File: src/rtl/serial_add_pkg.sv
package serial_add_pkg;

    localparam int SA_WIDTH = 4;

    typedef enum logic [1:0] {
        OP_HOLD  = 2'd0,
        OP_SHIFT = 2'd1,
        OP_LOAD  = 2'd2,
        OP_CLEAR = 2'd3
    } sa_op_e;

    typedef struct packed {
        logic x;     // augend serial bit
        logic y;     // addend serial bit
        logic cin;   // stored carry
    } sa_slice_t;

    function automatic logic fa_sum(input sa_slice_t s);
        return s.x ^ s.y ^ s.cin;
    endfunction

    // JK update: set when both ones, reset when both zeros, hold otherwise
    function automatic logic jk_next(input logic q, input logic x, input logic y);
        logic j, k;
        j = x & y;
        k = ~x & ~y;
        return (j & ~q) | (~k & q);
    endfunction

endpackage

File: src/rtl/sa_seq_ctrl.sv
module sa_seq_ctrl
    import serial_add_pkg::*;
#(
    parameter int W = SA_WIDTH
) (
    input  logic   clk,
    input  logic   clr_n,
    input  logic   load,
    input  logic   shift_en,
    output sa_op_e op,
    output logic   done
);
    localparam int CW = $clog2(W + 1);
    localparam logic [CW-1:0] LAST = CW'(W);

    logic [CW-1:0] cnt_q;

    assign done = (cnt_q == LAST);

    always_comb begin
        if (!clr_n)                op = OP_CLEAR;
        else if (load)             op = OP_LOAD;
        else if (shift_en && !done) op = OP_SHIFT;
        else                       op = OP_HOLD;
    end

    always_ff @(posedge clk) begin
        case (op)
            OP_CLEAR, OP_LOAD: cnt_q <= '0;
            OP_SHIFT:          cnt_q <= cnt_q + 1'b1;
            default:           cnt_q <= cnt_q;
        endcase
    end

    AST_CNT_RANGE: assert property (@(posedge clk) disable iff (!clr_n)
        cnt_q <= LAST);
    AST_DONE_STICKS: assert property (@(posedge clk) disable iff (!clr_n)
        (done && !load) |=> done);
    AST_LOAD_RESTART: assert property (@(posedge clk) disable iff (!clr_n)
        load |=> !done);
endmodule

File: src/rtl/sa_shift_reg.sv
module sa_shift_reg
    import serial_add_pkg::*;
#(
    parameter int W = SA_WIDTH
) (
    input  logic         clk,
    input  logic         clr_n,
    input  sa_op_e       op,
    input  logic [W-1:0] par_in,
    input  logic         ser_in,
    output logic [W-1:0] q
);
    always_ff @(posedge clk) begin
        case (op)
            OP_CLEAR: q <= '0;
            OP_LOAD:  q <= par_in;
            OP_SHIFT: q <= {ser_in, q[W-1:1]};
            default:  q <= q;
        endcase
    end

    AST_LOAD_CAPTURE: assert property (@(posedge clk) disable iff (!clr_n)
        (op == OP_LOAD) |=> (q == $past(par_in)));
    AST_HOLD_STABLE: assert property (@(posedge clk) disable iff (!clr_n)
        (op == OP_HOLD) |=> $stable(q));
    AST_SHIFT_MOVE: assert property (@(posedge clk) disable iff (!clr_n)
        (op == OP_SHIFT) |=> (q[W-2:0] == $past(q[W-1:1])));
endmodule

File: src/rtl/sa_carry_jk.sv
module sa_carry_jk
    import serial_add_pkg::*;
(
    input  logic   clk,
    input  logic   clr_n,
    input  sa_op_e op,
    input  logic   x,
    input  logic   y,
    output logic   q
);
    always_ff @(posedge clk) begin
        case (op)
            OP_CLEAR, OP_LOAD: q <= 1'b0;
            OP_SHIFT:          q <= jk_next(q, x, y);
            default:           q <= q;
        endcase
    end

    AST_CARRY_SET: assert property (@(posedge clk) disable iff (!clr_n)
        (op == OP_SHIFT && x && y) |=> q);
    AST_CARRY_CLR: assert property (@(posedge clk) disable iff (!clr_n)
        (op == OP_SHIFT && !x && !y) |=> !q);
    AST_CARRY_KEEP: assert property (@(posedge clk) disable iff (!clr_n)
        (op == OP_SHIFT && (x ^ y)) |=> $stable(q));
    AST_CARRY_LOADZERO: assert property (@(posedge clk) disable iff (!clr_n)
        (op == OP_LOAD) |=> !q);
endmodule

File: src/rtl/serial_adder_top.sv
module serial_adder_top
    import serial_add_pkg::*;
#(
    parameter int W = SA_WIDTH
) (
    input  logic         clk,
    input  logic         clr_n,
    input  logic         load,
    input  logic         shift_en,
    input  logic [W-1:0] a_in,
    input  logic [W-1:0] b_in,
    output logic [W-1:0] sum_out,
    output logic         carry_out,
    output logic         done
);
    sa_op_e       op;
    logic [W-1:0] aug_q;
    logic [W-1:0] add_q;
    logic         cy_q;
    sa_slice_t    slice;
    logic         sum_bit;

    assign slice   = '{x: aug_q[0], y: add_q[0], cin: cy_q};
    assign sum_bit = fa_sum(slice);

    sa_seq_ctrl #(.W(W)) u_ctrl (
        .clk(clk), .clr_n(clr_n), .load(load), .shift_en(shift_en),
        .op(op), .done(done)
    );

    sa_shift_reg #(.W(W)) u_augend (
        .clk(clk), .clr_n(clr_n), .op(op), .par_in(a_in),
        .ser_in(sum_bit), .q(aug_q)
    );

    sa_shift_reg #(.W(W)) u_addend (
        .clk(clk), .clr_n(clr_n), .op(op), .par_in(b_in),
        .ser_in(1'b0), .q(add_q)
    );

    sa_carry_jk u_carry (
        .clk(clk), .clr_n(clr_n), .op(op),
        .x(aug_q[0]), .y(add_q[0]), .q(cy_q)
    );

    assign sum_out   = aug_q;
    assign carry_out = cy_q;

    AST_SUM_INTO_TOP: assert property (@(posedge clk) disable iff (!clr_n)
        (shift_en && !load && !done) |=>
        (sum_out[W-1] == ($past(sum_out[0]) ^ $past(add_q[0]) ^ $past(carry_out))));
    AST_ADDEND_ZEROFILL: assert property (@(posedge clk) disable iff (!clr_n)
        (shift_en && !load && !done) |=> !add_q[W-1]);
    AST_DONE_FREEZE: assert property (@(posedge clk) disable iff (!clr_n)
        (done && !load) |=> ($stable(sum_out) && $stable(carry_out)));
    AST_CLEAR_ALL: assert property (@(posedge clk)
        $past(!clr_n) |-> (sum_out == '0 && !carry_out && !done));
endmodule

File: config.mk
export PLATFORM = sky130hd
export DESIGN_NAME = serial_adder_top
export DESIGN_NICKNAME = d
export VERILOG_FILES = /design/src/rtl/serial_add_pkg.sv /design/src/rtl/sa_seq_ctrl.sv /design/src/rtl/sa_shift_reg.sv /design/src/rtl/sa_carry_jk.sv /design/src/rtl/serial_adder_top.sv
export SDC_FILE = /design/constraint.sdc
export NUM_CORES = 1
export LEC_CHECK = 0
export ABC_AREA = 0
export BUFFER_PORTS_ARGS = -buffer_cell sky130_fd_sc_hd__buf_2
export CORE_AREA = 5 5 45 47
export CTS_BUF_LIST = sky130_fd_sc_hd__clkbuf_8 sky130_fd_sc_hd__clkbuf_16
export CTS_CLUSTER_SIZE = 20
export DETAILED_ROUTE_END_ITERATION = 7
export DIE_AREA = 0 0 50 52
export PLACE_DENSITY = 0.75
export SYNTH_ARGS = -nofsm -noshare
export SYNTH_HDL_FRONTEND = slang
export SYNTH_SLANG_ARGS = --single-unit
export TNS_END_PERCENT = 1
File: constraint.sdc
create_clock -name clk -period 1.6 [get_ports clk]
set_input_delay 0 -clock clk [delete_from_list [all_inputs] [get_ports clk]]
set_output_delay 0 -clock clk [all_outputs]
set_load 0.01 [all_outputs]
==> key figures <==
Timing
  – Measured slew at the worst slew-check pin: around 0.61 ns
  – Setup TNS: 0 ns
  – Slew Viols, Final: 0
  – Slew headroom: 0.590
  – RSZ-0062 raised after global routing: false
  – Fin. Hold Viols: 0
  – Highest achievable clock rate: roughly 700 MHz
  – Tmin final: 1.42 ns
  – Setup ws final: ~0.18 ns
  – Final period utilization: 0.891
  – Final setup fails: 0
  – Clk_skew: between 0.0015 and 0.002 ns

Clock tree
  – Post-CTS sizing: 0
  – Cts hold-fix bufs: 0
  – Post-CTS setup buffers: 0
  – Clock tree sinks: 12
  – CTS tree: done
  – Reg clk slew, reported paths: ~0.05 ns
  – Clock root buffer master: clkbuf_8
  – CTS Buf Count: 3
  – Clock Path Buffers: 2
  – Clk Latency, worst-skew pair: around 0.24 ns
  – Maximum level of the CTS H-tree: 1

Finish
  – Multi-input logic area: 250 um^2
  – Diode count: 0
  – Post-synthesis to final-layout area growth: 22.8%
  – Most common cell after layout, fill and taps aside: buf_2
  – Layout cells sized above 1: 0.406
  – Most frequent cells in the layout: buf_2 (17), edfxtp_1 (12), a32o_1 (7), inv_1 (4), ha_1 (4)
  – FF/Latch Area: about 360 um^2
  – Fillers: around 140
  – NumNets Final: 82

Synth
  – Mapped cell area: roughly 640 um^2
  – Top cell type's share of synthesized area: 0.561
  – Seq/Total Area, Yosys: 0.561
  – Ranking of synthesized cells by area: edfxtp_1 (56%), a32o_1 (11%), ha_1 (7.8%)
  – Avg Synthesized Cell Area: approximately 14 um^2
  – YS warnings: 0
  – Syn nets: 61
  – FF+latch count, synth: 12
  – Area leader, netlist: edfxtp_1
  – Distinct cells, synth: 20
  – Syn Inst Count: 45

Pwr
  – Int Power: between 500 and 600 uW
  – Peak supply drop: between 0.3 and 0.4 mV
  – Combinational Power Share: 0.139
  – Clock power share: 0.353
  – Lkg Pwr: 0.344 nW
  – Net switching power: ~180 uW
  – Sw Ratio: 0.231
  – Reg power frac: 0.508
  – P per Cell Area: approximately 1000 nW/um^2

Worst hold path
  – Worst hold start: a_in[3]
  – Worst hold path type: primary input to flop
  – Worst Hold Endpoint: u_augend.q[3]$_DFFE_PP_
  – Hold path depth: 2

Place
  – HPWL after DPL: around 960 um
  – Dpl ws: roughly 0.18 ns
  – Port buffer count: 17
  – Final Wtd Congestion: roughly 0.71

Floorplanning
  – Die Footprint: about 2600 um^2
  – FP Rows: 15
  – Die width: about 50 um
  – Core area: around 1600 um^2
  – Die Ht: approximately 52 um
  – IO Pins: 18
  – Initial Utilization: 0.398

Worst setup path
  – Crit. End Element: flop
  – WS Path Type: flop to flop
  – Worst path arrival time: 1.37 ns
  – Critical R2R Launch: u_ctrl.cnt_q[0]$_SDFFCE_PP0P_
  – Crit-path max FO: 7
  – Reg2reg setup slack: between 0.15 and 0.2 ns
  – Required @ worst endpoint: 1.55 ns
  – Cells on worst reg2reg path: 5
  – Reg-to-Reg End: u_carry.q$_DFFE_PP_
  – Crit start category: flop

Detailed routing
  – Routed wire length: ~1300 um
  – ANT nets after route: 0
  – DRT iter0 DRCs: 21
  – Vias per cell: roughly 5.6
  – Remaining DRCs: 0
  – Via count: 452
  – DR WL/cell: 15.5 um
  – DR pass1 iterations: 4

GRT
  – Total GRT Usage: 0.103
  – GRT Residual Overflow: 0
  – Vias in the first global route: ~440
  – Largest net degree at the start of global routing: 10
  – Antenna violations before repair: 0
  – First-pass GRT wire length: roughly 2000 um

Job
  – Max-Cap Viols: 0

Outcome
  – Run status: complete, no violations
through the flow:
stage	power [mW]	utilization	instances	area (um^2)	hold slack, ns
floorplan	0.460	-	45	642	0.199
global placement	0.497	0.463	78	747	0.284
detailed placement	0.502	0.463	78	747	0.293
CTS	0.769	0.488	81	788	0.0480
global route	0.798	0.488	81	788	0.0502
finish	0.765	0.488	81	788	0.0480
routing by layer:
layer  part of all wire  vias to the layer above  GRT usage
met5                  0                        -          0
met4              0.033                        0     0.0786
met3              0.067                        5     0.0229
met2               0.48                       19      0.149
met1               0.42                      215      0.131
li1                   -                      213          -
sequential cells by signal, summed over array words and instances, names as in the netlist:
signal        cells
u_augend.q        4
u_addend.q        4
u_ctrl.cnt_q      3
u_carry.q         1
logic make-up (layout without fill, tap and decap cells):
| family | after synthesis | after routing | share of synthesized area |
|---|---|---|---|
| compound gates | 10 | 10 | 0.195 |
| xor+xnor | 2 | 2 | 0.0273 |
| fa+ha+maj | 4 | 4 | 0.0780 |
| buf+inv | 7 | 26 | 0.0487 |
| flops | 12 | 12 | 0.561 |
| simple gates | 10 | 10 | 0.0897 |
critical path, stage by stage (launching register included):
cell and delay (ns):
edfxtp_1 0.37, inv_1 0.05, ha_1 0.23, a21bo_4 0.24, nand2_1 0.08, buf_4 0.16
cells in the mapped netlist:
master	count
edfxtp_1	12
buf_2	1
and2_2	1
nor2_1	1
a32o_1	7
xor2_1	1
ha_1	4
nor2b_1	1
xnor2_1	1
and2_1	1
a2111oi_4	1
buf_4	1
a21bo_4	1
or2b_1	1
a21boi_2	1
and3_1	2
clkbuf_1	1
inv_1	4
nand2_1	1
nor3_1	2
worst max-delay path by stage:
stage,startpoint,end
after floorplan,u_ctrl.cnt_q[0]$_SDFFCE_PP0P_,u_addend.q[0]$_DFFE_PP_
after global placement,u_ctrl.cnt_q[0]$_SDFFCE_PP0P_,u_augend.q[3]$_DFFE_PP_
after detailed placement,u_ctrl.cnt_q[0]$_SDFFCE_PP0P_,u_augend.q[2]$_DFFE_PP_
after CTS,u_ctrl.cnt_q[0]$_SDFFCE_PP0P_,u_carry.q$_DFFE_PP_
after global routing,u_ctrl.cnt_q[0]$_SDFFCE_PP0P_,u_carry.q$_DFFE_PP_
final,u_ctrl.cnt_q[0]$_SDFFCE_PP0P_,u_carry.q$_DFFE_PP_
power groups by stage:
stage | clock network (mW) | registers [mW] | logic (mW)
5_1_grt | 0.290 | 0.391 | 0.117
4_1_cts | 0.271 | 0.389 | 0.109
6_report | 0.270 | 0.389 | 0.107
3_3_place_gp | 0 | 0.392 | 0.105
2_1_floorplan | 0 | 0.396 | 0.0637
3_5_place_dp | 0 | 0.395 | 0.107
final cells by class:
type,instances,share of cell area
Clock buffer,3,0.0524
Sequential cell,12,0.457
Multi-Input combinational cell,26,0.317
Timing Repair Buffer,19,0.127
Tap cell,17,0.0270
Inverter,4,0.0190
Note: power is estimated with default switching activity, not from simulation.
